### src/rtl/fcs_pkg.sv
package fcs_pkg;

   // instruction opcodes
   localparam logic [7:0] OPC_END    = 8'h04;
   localparam logic [7:0] OPC_SEND   = 8'h08;
   localparam logic [7:0] OPC_WMWAIT = 8'h0C;
   localparam logic [7:0] OPC_REGWR  = 8'h10;
   localparam logic [7:0] OPC_BSYWT  = 8'h14;
   localparam logic [7:0] OPC_DIR    = 8'h18;

   typedef enum logic [1:0] {
      FAULT_NONE    = 2'd0,
      FAULT_BADOP   = 2'd1,
      FAULT_TIMEOUT = 2'd2
   } fault_e;

   typedef enum logic [4:0] {
      SQ_IDLE, SQ_FOP, SQ_DOP, SQ_FA1, SQ_DA1, SQ_FA2, SQ_DA2,
      SQ_FDAT, SQ_DDAT, SQ_TXCHK, SQ_TXPUT, SQ_WMWAIT, SQ_REGPUT,
      SQ_FMTGET, SQ_FMTPUT, SQ_BCHK, SQ_BPUT, SQ_BRX
   } seq_state_e;

   typedef enum logic [1:0] {
      PX_IDLE, PX_WRITE, PX_READ, PX_WAIT
   } port_state_e;

endpackage

### src/rtl/fcs_pc.sv
module fcs_pc #(
   parameter int AW = 8
) (
   input  logic          clk,
   input  logic          rst_n,
   input  logic          load,
   input  logic [AW-1:0] load_val,
   input  logic          step,
   output logic [AW-1:0] pc
);
   always_ff @(posedge clk) begin
      if (!rst_n)    pc <= '0;
      else if (load) pc <= load_val;
      else if (step) pc <= pc + AW'(1);
   end
endmodule

### src/rtl/fcs_wdog.sv
module fcs_wdog #(
   parameter int CW          = 16,
   parameter bit USE_TIMEOUT = 1'b1
) (
   input  logic          clk,
   input  logic          rst_n,
   input  logic          clr,
   input  logic          en,
   input  logic [CW-1:0] limit,
   output logic          expired
);
   generate
      if (USE_TIMEOUT) begin : g_count
         logic [CW-1:0] cnt;
         always_ff @(posedge clk) begin
            if (!rst_n)                cnt <= '0;
            else if (clr)              cnt <= '0;
            else if (en && !expired)   cnt <= cnt + CW'(1);
         end
         assign expired = en && (cnt >= limit);

         // the count never runs past the limit while polling
         p_cnt_bound_r11: assert property (@(posedge clk) disable iff (!rst_n)
            (en && !clr && $stable(limit)) |-> (cnt <= limit));
      end else begin : g_none
         logic unused_wd;
         assign unused_wd = ^{clk, rst_n, clr, en, limit};
         assign expired   = 1'b0;
      end
   endgenerate
endmodule

### src/rtl/fcs_regport.sv
module fcs_regport
   import fcs_pkg::*;
#(
   parameter int RAW = 8,
   parameter int RDW = 32,
   localparam int BW = $clog2(RDW)
) (
   input  logic           clk,
   input  logic           rst_n,
   input  logic           cmd_valid,
   input  logic           cmd_write,
   input  logic           cmd_poll,
   input  logic [RAW-1:0] cmd_addr,
   input  logic [RDW-1:0] cmd_wdata,
   input  logic [BW-1:0]  cmd_bit,
   input  logic           cmd_want,
   input  logic           abort,
   output logic           cmd_done,
   output logic [RDW-1:0] rd_data,
   output logic           reg_wr,
   output logic           reg_rd,
   output logic [RAW-1:0] reg_addr,
   output logic [RDW-1:0] reg_wdata,
   input  logic [RDW-1:0] reg_rdata
);
   port_state_e    st;
   logic           poll_q, want_q;
   logic [BW-1:0]  bit_q;
   logic           retry;

   assign retry    = poll_q && (reg_rdata[bit_q] != want_q);
   assign cmd_done = (st == PX_WRITE) || ((st == PX_WAIT) && !retry);
   assign rd_data  = reg_rdata;
   assign reg_wr   = (st == PX_WRITE);
   assign reg_rd   = (st == PX_READ);

   always_ff @(posedge clk) begin
      if (!rst_n) begin
         st        <= PX_IDLE;
         reg_addr  <= '0;
         reg_wdata <= '0;
         poll_q    <= 1'b0;
         want_q    <= 1'b0;
         bit_q     <= '0;
      end else if (abort) begin
         st <= PX_IDLE;
      end else begin
         case (st)
            PX_IDLE: if (cmd_valid) begin
               reg_addr  <= cmd_addr;
               reg_wdata <= cmd_wdata;
               poll_q    <= cmd_poll && !cmd_write;
               want_q    <= cmd_want;
               bit_q     <= cmd_bit;
               st        <= cmd_write ? PX_WRITE : PX_READ;
            end
            PX_WRITE: st <= PX_IDLE;
            PX_READ:  st <= PX_WAIT;
            PX_WAIT:  st <= retry ? PX_READ : PX_IDLE;
            default:  st <= PX_IDLE;
         endcase
      end
   end

   // an abort releases the register port on the next cycle
   p_abort_quiet_r11: assert property (@(posedge clk) disable iff (!rst_n)
      abort |=> (!reg_wr && !reg_rd));
endmodule

### src/rtl/flash_cmd_seq.sv
module flash_cmd_seq
   import fcs_pkg::*;
#(
   parameter int          AW          = 8,
   parameter int          RAW         = 8,
   parameter int          RDW         = 32,
   parameter int          TO_W        = 16,
   parameter bit          USE_TIMEOUT = 1'b1,
   parameter logic [7:0]  TXD_OFS     = 8'h48,
   parameter logic [7:0]  RXD_OFS     = 8'h4C,
   parameter logic [7:0]  PEND_OFS    = 8'h74,
   parameter logic [7:0]  FMT_OFS     = 8'h40,
   parameter logic [7:0]  STATUS_CMD  = 8'h05,
   parameter int          WM_BIT      = 0,
   parameter int          DIR_BIT     = 3,
   parameter int          BUSY_BIT    = 0
) (
   input  logic            clk,
   input  logic            rst_n,
   input  logic            start,
   input  logic [AW-1:0]   start_addr,
   input  logic [TO_W-1:0] poll_limit,
   output logic            prog_rd,
   output logic [AW-1:0]   prog_addr,
   input  logic [7:0]      prog_rdata,
   output logic            reg_wr,
   output logic            reg_rd,
   output logic [RAW-1:0]  reg_addr,
   output logic [RDW-1:0]  reg_wdata,
   input  logic [RDW-1:0]  reg_rdata,
   output logic            busy,
   output logic            done,
   output logic [1:0]      err_code
);
   localparam int BW       = $clog2(RDW);
   localparam int FULL_BIT = RDW - 1;

   generate
      if (AW < 2 || AW > 32) begin : g_bad_aw
         $error("flash_cmd_seq: AW out of range");
      end
      if (RDW < 9 || RAW < 8) begin : g_bad_port
         $error("flash_cmd_seq: register port too narrow");
      end
      if (DIR_BIT > 7 || BUSY_BIT > 7 || WM_BIT >= RDW) begin : g_bad_bits
         $error("flash_cmd_seq: bit position out of range");
      end
   endgenerate

   seq_state_e     st;
   logic [7:0]     op_q, arg_q, dat_q, cnt_q;
   logic [RDW-1:0] fmt_q, fmt_new;
   logic           first_q, done_q;
   fault_e         err_q;

   logic           c_valid, c_write, c_poll, c_want, c_done;
   logic [RAW-1:0] c_addr;
   logic [RDW-1:0] c_wdata, rd_data;
   logic [BW-1:0]  c_bit;
   logic           wd_en, wd_clr, to_hit, pc_load;

   assign busy     = (st != SQ_IDLE);
   assign done     = done_q;
   assign err_code = err_q;
   assign prog_rd  = (st == SQ_FOP) || (st == SQ_FA1) || (st == SQ_FA2) || (st == SQ_FDAT);
   assign pc_load  = (st == SQ_IDLE) && start;
   assign wd_en    = (st == SQ_BCHK) || (st == SQ_BPUT) || (st == SQ_BRX);
   assign wd_clr   = (st == SQ_DOP) && (prog_rdata == OPC_BSYWT);
   assign fmt_new  = (fmt_q & ~(RDW'(1) << DIR_BIT)) | (RDW'(arg_q[DIR_BIT]) << DIR_BIT);

   fcs_pc #(.AW(AW)) u_pc (
      .clk(clk), .rst_n(rst_n), .load(pc_load), .load_val(start_addr),
      .step(prog_rd), .pc(prog_addr)
   );

   fcs_wdog #(.CW(TO_W), .USE_TIMEOUT(USE_TIMEOUT)) u_wdog (
      .clk(clk), .rst_n(rst_n), .clr(wd_clr), .en(wd_en),
      .limit(poll_limit), .expired(to_hit)
   );

   fcs_regport #(.RAW(RAW), .RDW(RDW)) u_port (
      .clk(clk), .rst_n(rst_n),
      .cmd_valid(c_valid), .cmd_write(c_write), .cmd_poll(c_poll),
      .cmd_addr(c_addr), .cmd_wdata(c_wdata), .cmd_bit(c_bit), .cmd_want(c_want),
      .abort(to_hit), .cmd_done(c_done), .rd_data(rd_data),
      .reg_wr(reg_wr), .reg_rd(reg_rd), .reg_addr(reg_addr),
      .reg_wdata(reg_wdata), .reg_rdata(reg_rdata)
   );

   // register access wanted by the current state
   always_comb begin
      c_valid = 1'b1;
      c_write = 1'b0;
      c_poll  = 1'b0;
      c_addr  = RAW'(TXD_OFS);
      c_wdata = '0;
      c_bit   = BW'(FULL_BIT);
      c_want  = 1'b0;
      case (st)
         SQ_TXCHK, SQ_BCHK: c_poll = 1'b1;
         SQ_TXPUT: begin
            c_write = 1'b1;
            c_wdata = RDW'(dat_q);
         end
         SQ_BPUT: begin
            c_write = 1'b1;
            c_wdata = first_q ? RDW'(STATUS_CMD) : '0;
         end
         SQ_BRX: begin
            c_addr = RAW'(RXD_OFS);
            c_poll = 1'b1;
         end
         SQ_WMWAIT: begin
            c_addr = RAW'(PEND_OFS);
            c_poll = 1'b1;
            c_bit  = BW'(WM_BIT);
            c_want = 1'b1;
         end
         SQ_REGPUT: begin
            c_write = 1'b1;
            c_addr  = RAW'(arg_q);
            c_wdata = RDW'(dat_q);
         end
         SQ_FMTGET: c_addr = RAW'(FMT_OFS);
         SQ_FMTPUT: begin
            c_write = 1'b1;
            c_addr  = RAW'(FMT_OFS);
            c_wdata = fmt_new;
         end
         default: c_valid = 1'b0;
      endcase
   end

   always_ff @(posedge clk) begin
      if (!rst_n) begin
         st      <= SQ_IDLE;
         op_q    <= '0;
         arg_q   <= '0;
         dat_q   <= '0;
         cnt_q   <= '0;
         fmt_q   <= '0;
         first_q <= 1'b0;
         done_q  <= 1'b0;
         err_q   <= FAULT_NONE;
      end else begin
         done_q <= 1'b0;
         if (to_hit) begin
            st     <= SQ_IDLE;
            err_q  <= FAULT_TIMEOUT;
            done_q <= 1'b1;
         end else begin
            case (st)
               SQ_IDLE: if (start) begin
                  st    <= SQ_FOP;
                  err_q <= FAULT_NONE;
               end
               SQ_FOP: st <= SQ_DOP;
               SQ_DOP: begin
                  op_q <= prog_rdata;
                  case (prog_rdata)
                     OPC_END: begin
                        st     <= SQ_IDLE;
                        done_q <= 1'b1;
                     end
                     OPC_SEND, OPC_REGWR, OPC_DIR: st <= SQ_FA1;
                     OPC_WMWAIT: st <= SQ_WMWAIT;
                     OPC_BSYWT: begin
                        first_q <= 1'b1;
                        st      <= SQ_BCHK;
                     end
                     default: begin
                        st     <= SQ_IDLE;
                        err_q  <= FAULT_BADOP;
                        done_q <= 1'b1;
                     end
                  endcase
               end
               SQ_FA1: st <= SQ_DA1;
               SQ_DA1: begin
                  arg_q <= prog_rdata;
                  cnt_q <= prog_rdata;
                  if (op_q == OPC_SEND)       st <= (prog_rdata == 8'd0) ? SQ_FOP : SQ_FDAT;
                  else if (op_q == OPC_REGWR) st <= SQ_FA2;
                  else                        st <= SQ_FMTGET;
               end
               SQ_FA2: st <= SQ_DA2;
               SQ_DA2: begin
                  dat_q <= prog_rdata;
                  st    <= SQ_REGPUT;
               end
               SQ_FDAT: st <= SQ_DDAT;
               SQ_DDAT: begin
                  dat_q <= prog_rdata;
                  st    <= SQ_TXCHK;
               end
               SQ_TXCHK: if (c_done) st <= SQ_TXPUT;
               SQ_TXPUT: if (c_done) begin
                  cnt_q <= cnt_q - 8'd1;
                  st    <= (cnt_q == 8'd1) ? SQ_FOP : SQ_FDAT;
               end
               SQ_WMWAIT, SQ_REGPUT, SQ_FMTPUT: if (c_done) st <= SQ_FOP;
               SQ_FMTGET: if (c_done) begin
                  fmt_q <= rd_data;
                  st    <= SQ_FMTPUT;
               end
               SQ_BCHK: if (c_done) st <= SQ_BPUT;
               SQ_BPUT: if (c_done) st <= SQ_BRX;
               SQ_BRX: if (c_done) begin
                  if (first_q) begin
                     first_q <= 1'b0;
                     st      <= SQ_BCHK;
                  end else begin
                     st <= rd_data[BUSY_BIT] ? SQ_BCHK : SQ_FOP;
                  end
               end
               default: st <= SQ_IDLE;
            endcase
         end
      end
   end

   // no register strobe while idle
   p_idle_quiet_r1: assert property (@(posedge clk) disable iff (!rst_n)
      !busy |-> (!reg_wr && !reg_rd));
   // completion is reported only once idle, for exactly one cycle
   p_done_idle_r3: assert property (@(posedge clk) disable iff (!rst_n)
      done |-> !busy);
   p_done_pulse_r3: assert property (@(posedge clk) disable iff (!rst_n)
      done |=> !done);
   // a push to the transmit register carries only a byte
   p_push_byte_r4: assert property (@(posedge clk) disable iff (!rst_n)
      (reg_wr && reg_addr == RAW'(TXD_OFS)) |-> (reg_wdata[RDW-1:8] == '0));
endmodule

### config.mk
export PLATFORM = sky130hd
export DESIGN_NAME = flash_cmd_seq
export DESIGN_NICKNAME = d
export VERILOG_FILES = /design/src/rtl/fcs_pkg.sv /design/src/rtl/fcs_pc.sv /design/src/rtl/fcs_wdog.sv /design/src/rtl/fcs_regport.sv /design/src/rtl/flash_cmd_seq.sv
export SDC_FILE = /design/constraint.sdc
export NUM_CORES = 1
export LEC_CHECK = 0
export ABC_AREA = 1
export BUFFER_PORTS_ARGS = -buffer_cell sky130_fd_sc_hd__buf_4
export CORE_UTILIZATION = 49
export DETAILED_ROUTE_END_ITERATION = 16
export PLACE_DENSITY = 0.72
export SKIP_LAST_GASP = 1
export SYNTH_ARGS = -nofsm -noshare
export SYNTH_HDL_FRONTEND = slang
export SYNTH_HIERARCHICAL = 1
export SYNTH_SLANG_ARGS = --single-unit
### constraint.sdc
create_clock -name clk -period 4 [get_ports clk]
set_input_delay 1.2 -clock clk [delete_from_list [all_inputs] [get_ports clk]]
set_output_delay 1.2 -clock clk [all_outputs]
set_load 0.005 [all_outputs]
==> results by group, run 1 <==
Clock network
  • Clock sinks: 145
  • Postcts setup bufs: 0
  • Reg clk slew, reported paths: 60 ps
  • Root Buffer: clkbuf_16
  • CTS tree: done
  • # resized after CTS: 0
  • Clock Path Buffers: 2
  • CTS buffer count: 17
  • Latest clock arrival within the worst-skew pair: 420 ps
  • Htree depth: 4
  • Post-CTS Hold Fix Bufs: 0

Layout
  • Final nets: 1341
  • Non-Filler Instances: 1481
  • Share of cells above drive strength 1: 0.181
  • Synthesis-to-finish area growth: 16.4%
  • Finished layout cell area: 9360 um2
  • # diodes: 0

Floorplanning
  • Initial core utilization: 0.504
  • Core area: 15900 um2
  • Num rows: 46
  • DIE AREA: 16900 um2
  • Die Wd: 130 um
  • Die Span Y: 130 um
  • I/O pins: 122

Global routing
  • GRT Residual Overflow: 0
  • Largest net degree at the start of global routing: 75
  • First-pass GRT wire length: 31800 um
  • Initial antenna violation count: 0
  • Total track usage: 0.237
  • Vias in the first global route: 6798

Run status
  • Status: complete, no violations

Critical path
  • Critical Path AT: 1870 ps
  • Worst-path fanout max: 6
  • Worst EP required: 2800 ps
  • Cell Chain, Critical Path: inv_1 > nor3_1 > buf_4
  • CP peak stage delay: 600 ps
  • Cell family with most CP delay: simple AND/OR/NAND/NOR gates
  • Worst Path Buf+Inv: 2
  • Worst setup SP type: register
  • Critical path's slowest cell: nor3_1
  • Worst setup EP type: output pin
  • WS Path Type: reg -> out

Yosys
  • Synthesized area: 8040 um2
  • Syn nets: 1270
  • Syn Inst Count: 1183
  • Yosys Warn Count: 6
  • Syn Area/Cell: 6.80 um2

Min path
  • Worst min path class: reg -> reg

Timing
  • Slew @ Worst Pin: 1240 ps
  • Unrepaired setup endpoints after global routing: no
  • Max Slew Vio Count: 0
  • Rel. slew slack: 0.172
  • Skew final: 7.90 ps
  • Fin. Hold Viols: 0
  • Max Fclk: 326 MHz
  • Final period util: 0.767
  • Final setup violation count: 0
  • Final TNS setup: 0 ps
  • Post-route minimum period: 3070 ps

Routing
  • Routed WL per cell: 12.9 um
  • ANT nets after route: 0
  • Total wire length: 19200 um
  • Via count: 7442
  • DR pass1 iterations: 5
  • Post-DR vias/cell: 5.02
  • Residual DRC count: 0
  • Initial DRC count: 579

Placement
  • IO buf count: 121
  • Final weighted congestion in routability-driven placement: 0.911
  • Post-DP HPWL: 13400 um
  • Placed cells: 1451
  • Dpl cell area: 8790 um2

Power and ir drop
  • Leakage Power: 4.30 nW
  • Power after layout: 3.70 mW
  • Worst VDD drop: 0.000316 V
  • PD cells: 395 nW/um2

Job
  • Max-cap violation count: 0
report_power, final:
part           internal [mW]  total [mW]  leakage (nW)  switching [mW]
clock network          0.975        1.55         0.279           0.575
registers               1.51        1.58          1.17          0.0701
logic                  0.228       0.568          2.85           0.340
cell type report:
cell class / count / area, um2
Clock inverter: 5 / 77.6
Timing Repair Buffer: 130 / 976
Inverter: 174 / 687
Fill cell: 1520 / 6580
Tap cell: 216 / 270
Clock buffer: 25 / 495
Multi-Input combinational cell: 786 / 3950
Sequential cell: 145 / 2900
stage by stage:
step	worst slack, ps	utilization	hold slack (ps)
after floorplan	662	-	425
after global placement	652	0.551	439
after detailed placement	573	0.551	443
after CTS	946	0.587	454
after global routing	727	0.587	468
final	932	0.587	453
flip-flops by register name (all words and copies together), names as in the netlist, 5 cells and up:
signal	count
u_port/bit_q	5
fmt_q	31
u_pc/pc	8
op_q	8
dat_q	8
cnt_q	8
u_port/reg_wdata	32
st	5
arg_q	8
u_wdog/g_count.cnt	16
u_port/reg_addr	8
placed cells by master, fill, tap and decap left out, drive strengths merged:
master / n
ha: 20
or2: 2
a21oi: 96
nor4: 2
inv: 173
clkinv: 3
a31oi: 1
o21a: 1
dfxtp: 145
buf: 130
xnor2: 1
o211a: 1
nand3b: 4
o21bai: 2
o21ai: 140
xor2: 1
nand3: 81
o221ai: 1
bufinv: 2
nor3: 12
a22oi: 5
nand4: 19
a211oi: 3
nand2: 195
clkinvlp: 1
clkbuf: 25
o2111ai: 1
o211ai: 4
nor2: 194
per-layer routing:
layer / GRT usage / routed length [um]
met3: 0.0484 / 1010
met2: 0.377 / 8600
met1: 0.315 / 9210
met4: 0.0876 / 351
met5: 0 / 0
worst reg2reg max path: stages (launching register included):
cell and delay, ps:
dfxtp_1 790, inv_8 160, nand2_1 100, nand3_1 70
nand3_1 110, nand2_1 70, nand2_1 70, nand3_2 90
nand2_1 80, nand2_1 60, nand3_2 80, nand2_1 50
inv_1 50, inv_1 60, nor2_1 230, nand3_2 100
buf_4 280, o21ai_0 280, a21oi_1 60
worst paths after layout:
kind	start	end	slack [ps]	cells past startpoint
setup / recovery	st[0]$_SDFFE_PP0P_	prog_rd	930	3
hold reg to reg	fmt_q[12]$_SDFFE_PN0P_	fmt_q[12]$_SDFFE_PN0P_	450	2
hold / removal	fmt_q[12]$_SDFFE_PN0P_	fmt_q[12]$_SDFFE_PN0P_	450	2
setup reg to reg	u_port/bit_q[0]$_SDFFE_PN0P_	fmt_q[9]$_SDFFE_PN0P_	1050	18
Note: power is estimated with default switching activity, not from simulation.
==> run 2, diff against run 1 <==
- PLACE_DENSITY: 0.72 -> 0.75
- clock period: 4 -> 2.73 ns (I/O delays scaled with it)
==> results by group, run 2 (synthesis results as in run 1) <==
Power and ir drop
  • PD cells: 577 nW/um2
  • Switch Pwr: 1.56 mW
  • Combinational power share: 0.155
  • Pint: 3.96 mW
  • Leakage Power: 4.40 nW
  • Worst VDD drop: 0.000453 V
  • Switching share of total power: 0.282
  • Clock share of power: 0.426
  • Proportion of power drawn by flip-flops and latches: 0.419

Timing
  • Max Fclk: 413 MHz
  • Skew final: 21.6 ps
  • Final setup violation count: 0
  • Fin. Hold Viols: 0
  • Unrepaired setup endpoints after global routing: no
  • Max Slew Vio Count: 0
  • Rel. slew slack: 0.310
  • Slew @ Worst Pin: 1030 ps
  • Final period util: 0.888
  • Post-route minimum period: 2420 ps

Routing
  • Post-DR vias/cell: 5.02
  • DR pass1 iterations: 7
  • Via count: 7518
  • Residual DRC count: 0
  • Initial DRC count: 481
  • Routed WL per cell: 12.9 um
  • Total wire length: 19300 um
  • ANT nets after route: 0

Min path
  • Worst hold path endpoint: fmt_q[6]$_SDFFE_PN0P_
  • Hold depth: 2
  • Worst min path class: reg -> reg
  • Hold wc startpoint: fmt_q[6]$_SDFFE_PN0P_

Global routing
  • Initial antenna violation count: 0
  • Total track usage: 0.233
  • Largest net degree at the start of global routing: 115
  • Vias in the first global route: 6831
  • First-pass GRT wire length: 31400 um
  • GRT Residual Overflow: 0

Layout
  • Synthesis-to-finish area growth: 18.9%
  • Final nets: 1355
  • Largest register FFs: 32
  • # diodes: 0
  • Filler cell count: 1493
  • Non-Filler Instances: 1497
  • Most frequent cells in the layout: nand2_1, nor2_1, inv_1, dfxtp_1, buf_4
  • Largest Register: u_port/reg_wdata
  • Top flop regs: u_port/reg_wdata: 32 flops, fmt_q: 31 flops, u_wdog/g_count.cnt: 16 flops
  • Finished layout cell area: 9570 um2
  • Share of cells above drive strength 1: 0.194

Critical path
  • Reg2Reg Capture Point: cnt_q[6]$_SDFFE_PN0P_
  • Worst-path fanout max: 17
  • WS Path Type: reg -> reg
  • Crit path from: u_port/bit_q[0]$_SDFFE_PN0P_
  • R2R depth: 22
  • Worst setup EP type: register
  • Worst R2R Start: u_port/bit_q[0]$_SDFFE_PN0P_
  • Worst setup SP type: register
  • Most used cell, CP: nand2_1
  • Worst R2R Setup Slack: 310 ps
  • CP peak stage delay: 330 ps
  • Cell Chain, Critical Path: buf_6 > inv_8 > nand2_1 > nand3_1 > nand3_1 > nand2_1 > nand2_1 > nand3_2 > nand2_1 > nand2_1 > nand3_2 > nand2_1 > inv_1 > inv_1 > nor2_1 > buf_4 > nand2_2 > nand2_4 > inv_2 > a21oi_2 > o21ai_1 > a21oi_1
  • Worst EP required: 3090 ps
  • Critical path's slowest cell: dfxtp_1
  • Critical Path AT: 2780 ps

Floorplanning
  • I/O pins: 122
  • Initial core utilization: 0.504
  • DIE AREA: 16900 um2
  • Die Span Y: 130 um
  • Core area: 15900 um2
  • Num rows: 46
  • Die Wd: 130 um

Placement
  • Final weighted congestion in routability-driven placement: 0.865
  • Placed cells: 1465
  • Dpl cell area: 8970 um2
  • Post-DP HPWL: 13600 um
  • IO buf count: 121

Clock network
  • CTS tree: done
  • Post-CTS Hold Fix Bufs: 0
  • Latest clock arrival within the worst-skew pair: 430 ps
  • Clock Path Buffers: 2
  • CTS buffer count: 17
  • Htree depth: 4
  • Clock sinks: 145
  • Root Buffer: clkbuf_16
  • Reg clk slew, reported paths: 60 ps

Job
  • Max-cap violation count: 0

Run status
  • Status: complete, no violations
[run 2: cell count changes in the layout (fill, tap and decap cells not counted), moves of 3 or more]
cell,previous run,this run
clkbuf_1,4,1
clkbuf_8,4,1
buf_4,130,138
inv_6,0,3
buf_12,0,5
clkinv_4,0,4
[run 2: power by group through the flow]
stage | Combinational (mW) | Clock [mW] | Sequential (mW)
2_1_floorplan | 0.572 | 0 | 2.34
3_3_place_gp | 0.846 | 0 | 2.35
3_5_place_dp | 0.853 | 0 | 2.36
4_1_cts | 0.859 | 2.39 | 2.31
5_1_grt | 0.966 | 2.47 | 2.33
6_report | 0.858 | 2.35 | 2.31
[run 2: worst max path at each step]
stage / endpoint / depth (start not counted)
3_5_place_dp: cnt_q[6]$_SDFFE_PN0P_ / 19
6_report: cnt_q[6]$_SDFFE_PN0P_ / 22
4_1_cts: cnt_q[6]$_SDFFE_PN0P_ / 22
2_1_floorplan: fmt_q[1]$_SDFFE_PN0P_ / 16
5_1_grt: cnt_q[1]$_SDFFE_PN0P_ / 21
3_3_place_gp: cnt_q[6]$_SDFFE_PN0P_ / 19
[run 2: timing repair]
action | CTS | global route
buffers inserted | 0 | 0
setup endpoints to repair | 0 | 2
gates resized for setup | 0 | 1
[run 2: final cells by class]
class / count / area [um2] / area share
Timing Repair Buffer: 144 / 1150 / 0.120
Clock buffer: 19 / 443 / 0.0463
Inverter: 174 / 687 / 0.0718
Tap cell: 216 / 270 / 0.0283
Clock inverter: 13 / 153 / 0.0160
Sequential cell: 145 / 2900 / 0.303
Multi-Input combinational cell: 786 / 3960 / 0.414
[run 2: through the flow]
stage / hold slack, ps / power [mW] / worst slack (ps) / util / setup TNS (ps)
after floorplan: 425 / 2.91 / 34.1 / - / 0
after global routing: 470 / 5.76 / 23.8 / 0.600 / 0
final: 448 / 5.52 / 307 / 0.600 / 0
after detailed placement: 441 / 3.21 / -52.2 / 0.562 / -98.2
after CTS: 451 / 5.56 / 271 / 0.600 / 0
after global placement: 437 / 3.20 / -18.7 / 0.562 / -18.7
[run 2: worst max-delay path: cells and delay by family (launching register included)]
| family | cells | cell delay (ps) |
|---|---|---|
| AO/OA/AOI/OAI | 3 | 290 |
| buffers and inverters | 6 | 620 |
| flip-flops | 1 | 330 |
| AND/OR/NAND/NOR | 13 | 1080 |
[run 2: routing by layer]
layer	vias up	GRT usage	wire (um)
met5	-	0	0
met4	0	0.0958	290
met3	30	0.0439	882
met2	189	0.379	9040
met1	3349	0.304	9100
li1	3950	-	-
==> run 3, diff against run 2 <==
- CAP_MARGIN: default -> 0
- CORE_UTILIZATION: 49 -> 35
- PLACE_DENSITY: 0.75 -> 0.57
==> results by group, run 3 (synthesis results as in run 1) <==
Min path
  • Hold depth: 2
  • Worst min path class: reg -> reg

Timing
  • Max Fclk: 419 MHz
  • Final period util: 0.875
  • Worst Slack Setup Final: 342 ps
  • Final TNS setup: 0 ps
  • Worst hold slack: 450 ps
  • Slew @ Worst Pin: 1160 ps
  • Post-route minimum period: 2390 ps
  • Skew final: 9.28 ps
  • Final setup violation count: 0
  • Rel. slew slack: 0.224
  • Max Slew Vio Count: 0
  • Fin. Hold Viols: 0
  • Unrepaired setup endpoints after global routing: no

Floorplanning
  • Die Span Y: 154 um
  • Core area: 22600 um2
  • I/O pins: 122
  • Initial core utilization: 0.356
  • Num rows: 55
  • DIE AREA: 23600 um2
  • Die Wd: 154 um

Global routing
  • First-pass GRT wire length: 34000 um
  • Total track usage: 0.176
  • GRT Residual Overflow: 0
  • Vias in the first global route: 6805
  • Initial antenna violation count: 0
  • Largest net degree at the start of global routing: 115

Layout
  • Share of cells above drive strength 1: 0.199
  • Final nets: 1362
  • Top flop regs: u_port/reg_wdata: 32 flops, fmt_q: 31 flops, u_wdog/g_count.cnt: 16 flops
  • Non-Filler Instances: 1573
  • Largest register FFs: 32
  • Largest Register: u_port/reg_wdata
  • # diodes: 0
  • Filler cell count: 2375
  • Area occupied by multi-input gates: 3960 um2
  • Register area: 2900 um2
  • Synthesis-to-finish area growth: 21.4%
  • Most frequent cells in the layout: nand2_1, nor2_1, inv_1, dfxtp_1, buf_4

Critical path
  • R2R depth: 19
  • Worst setup EP type: output pin
  • Worst setup SP type: register
  • Worst-path fanout max: 6
  • Worst EP required: 1910 ps
  • Critical Path AT: 1570 ps
  • WS Path Type: reg -> out

Clock network
  • Root Buffer: clkbuf_16
  • Htree depth: 4
  • Clock Path Buffers: 2
  • Clock sinks: 145
  • Reg clk slew, reported paths: 60 ps
  • CTS buffer count: 17
  • CTS tree: done
  • Latest clock arrival within the worst-skew pair: 420 ps
  • Post-CTS Hold Fix Bufs: 0
  • Postcts setup bufs: 0
  • # resized after CTS: 0

Routing
  • Routed WL per cell: 13.0 um
  • ANT nets after route: 0
  • Post-DR vias/cell: 4.74
  • Initial DRC count: 433
  • Total wire length: 20400 um
  • Residual DRC count: 0
  • Via count: 7460
  • DR pass1 iterations: 5

Placement
  • Placed cells: 1541
  • Pre-CTS setup slack: -89.9 ps
  • Final weighted congestion in routability-driven placement: 0.875
  • Post-DP HPWL: 14500 um
  • IO buf count: 121

Power and ir drop
  • Worst VDD drop: 0.000407 V
  • Power after layout: 5.67 mW
  • PD cells: 581 nW/um2
  • Leakage Power: 4.46 nW

Job
  • Max-cap violation count: 0

Run status
  • Status: complete, no violations
## run 3: changes by cell type in the layout (fill, tap and decap cells not counted)
cell,delta
buf_6,-1
buf_4,+6
clkinvlp_4,-1
inv_8,-1
bufinv_16,+1
clkinv_4,-2
buf_12,+2
clkbuf_8,+3
## run 3: where the power goes
group / leakage [nW] / switching [mW] / internal, mW
Combinational: 2.98 / 0.504 / 0.359
Sequential: 1.17 / 0.0963 / 2.22
Clock: 0.308 / 0.951 / 1.55
## run 3: cell type report
| type | count | area share |
|---|---|---|
| Multi-Input combinational cell | 786 | 0.406 |
| Sequential cell | 145 | 0.297 |
| Timing Repair Buffer | 151 | 0.125 |
| Inverter | 174 | 0.0704 |
| Clock buffer | 22 | 0.0496 |
| Tap cell | 285 | 0.0365 |
| Clock inverter | 10 | 0.0150 |
## run 3: final timing paths
| kind | startpoint | to | slack (ps) |
|---|---|---|---|
| min reg2reg | fmt_q[7]$_SDFFE_PN0P_ | fmt_q[7]$_SDFFE_PN0P_ | 450 |
| min | fmt_q[7]$_SDFFE_PN0P_ | fmt_q[7]$_SDFFE_PN0P_ | 450 |
| max reg2reg | u_port/bit_q[0]$_SDFFE_PN0P_ | cnt_q[1]$_SDFFE_PN0P_ | 360 |
| max | st[3]$_SDFFE_PP0P_ | busy | 340 |
## run 3: critical path, cell delays in order (launching register included)
cell and delay, ps:
dfxtp_1 360, nor2_1 280, nand3_1 290, buf_4 220
## run 3: metal layers
| metal | GRT usage | part of all wire | up-vias |
|---|---|---|---|
| met5 | 0 | 0 | - |
| met1 | 0.248 | 0.51 | 3322 |
| li1 | - | - | 3956 |
| met2 | 0.270 | 0.44 | 168 |
| met4 | 0.0514 | 0.011 | 0 |
| met3 | 0.0349 | 0.046 | 14 |
## run 3: through the flow
stage,cell area [um2],util
5_1_grt,9760,0.432
2_1_floorplan,8050,-
4_1_cts,9760,0.432
6_report,9760,0.432
3_3_place_gp,9130,0.405
3_5_place_dp,9130,0.405
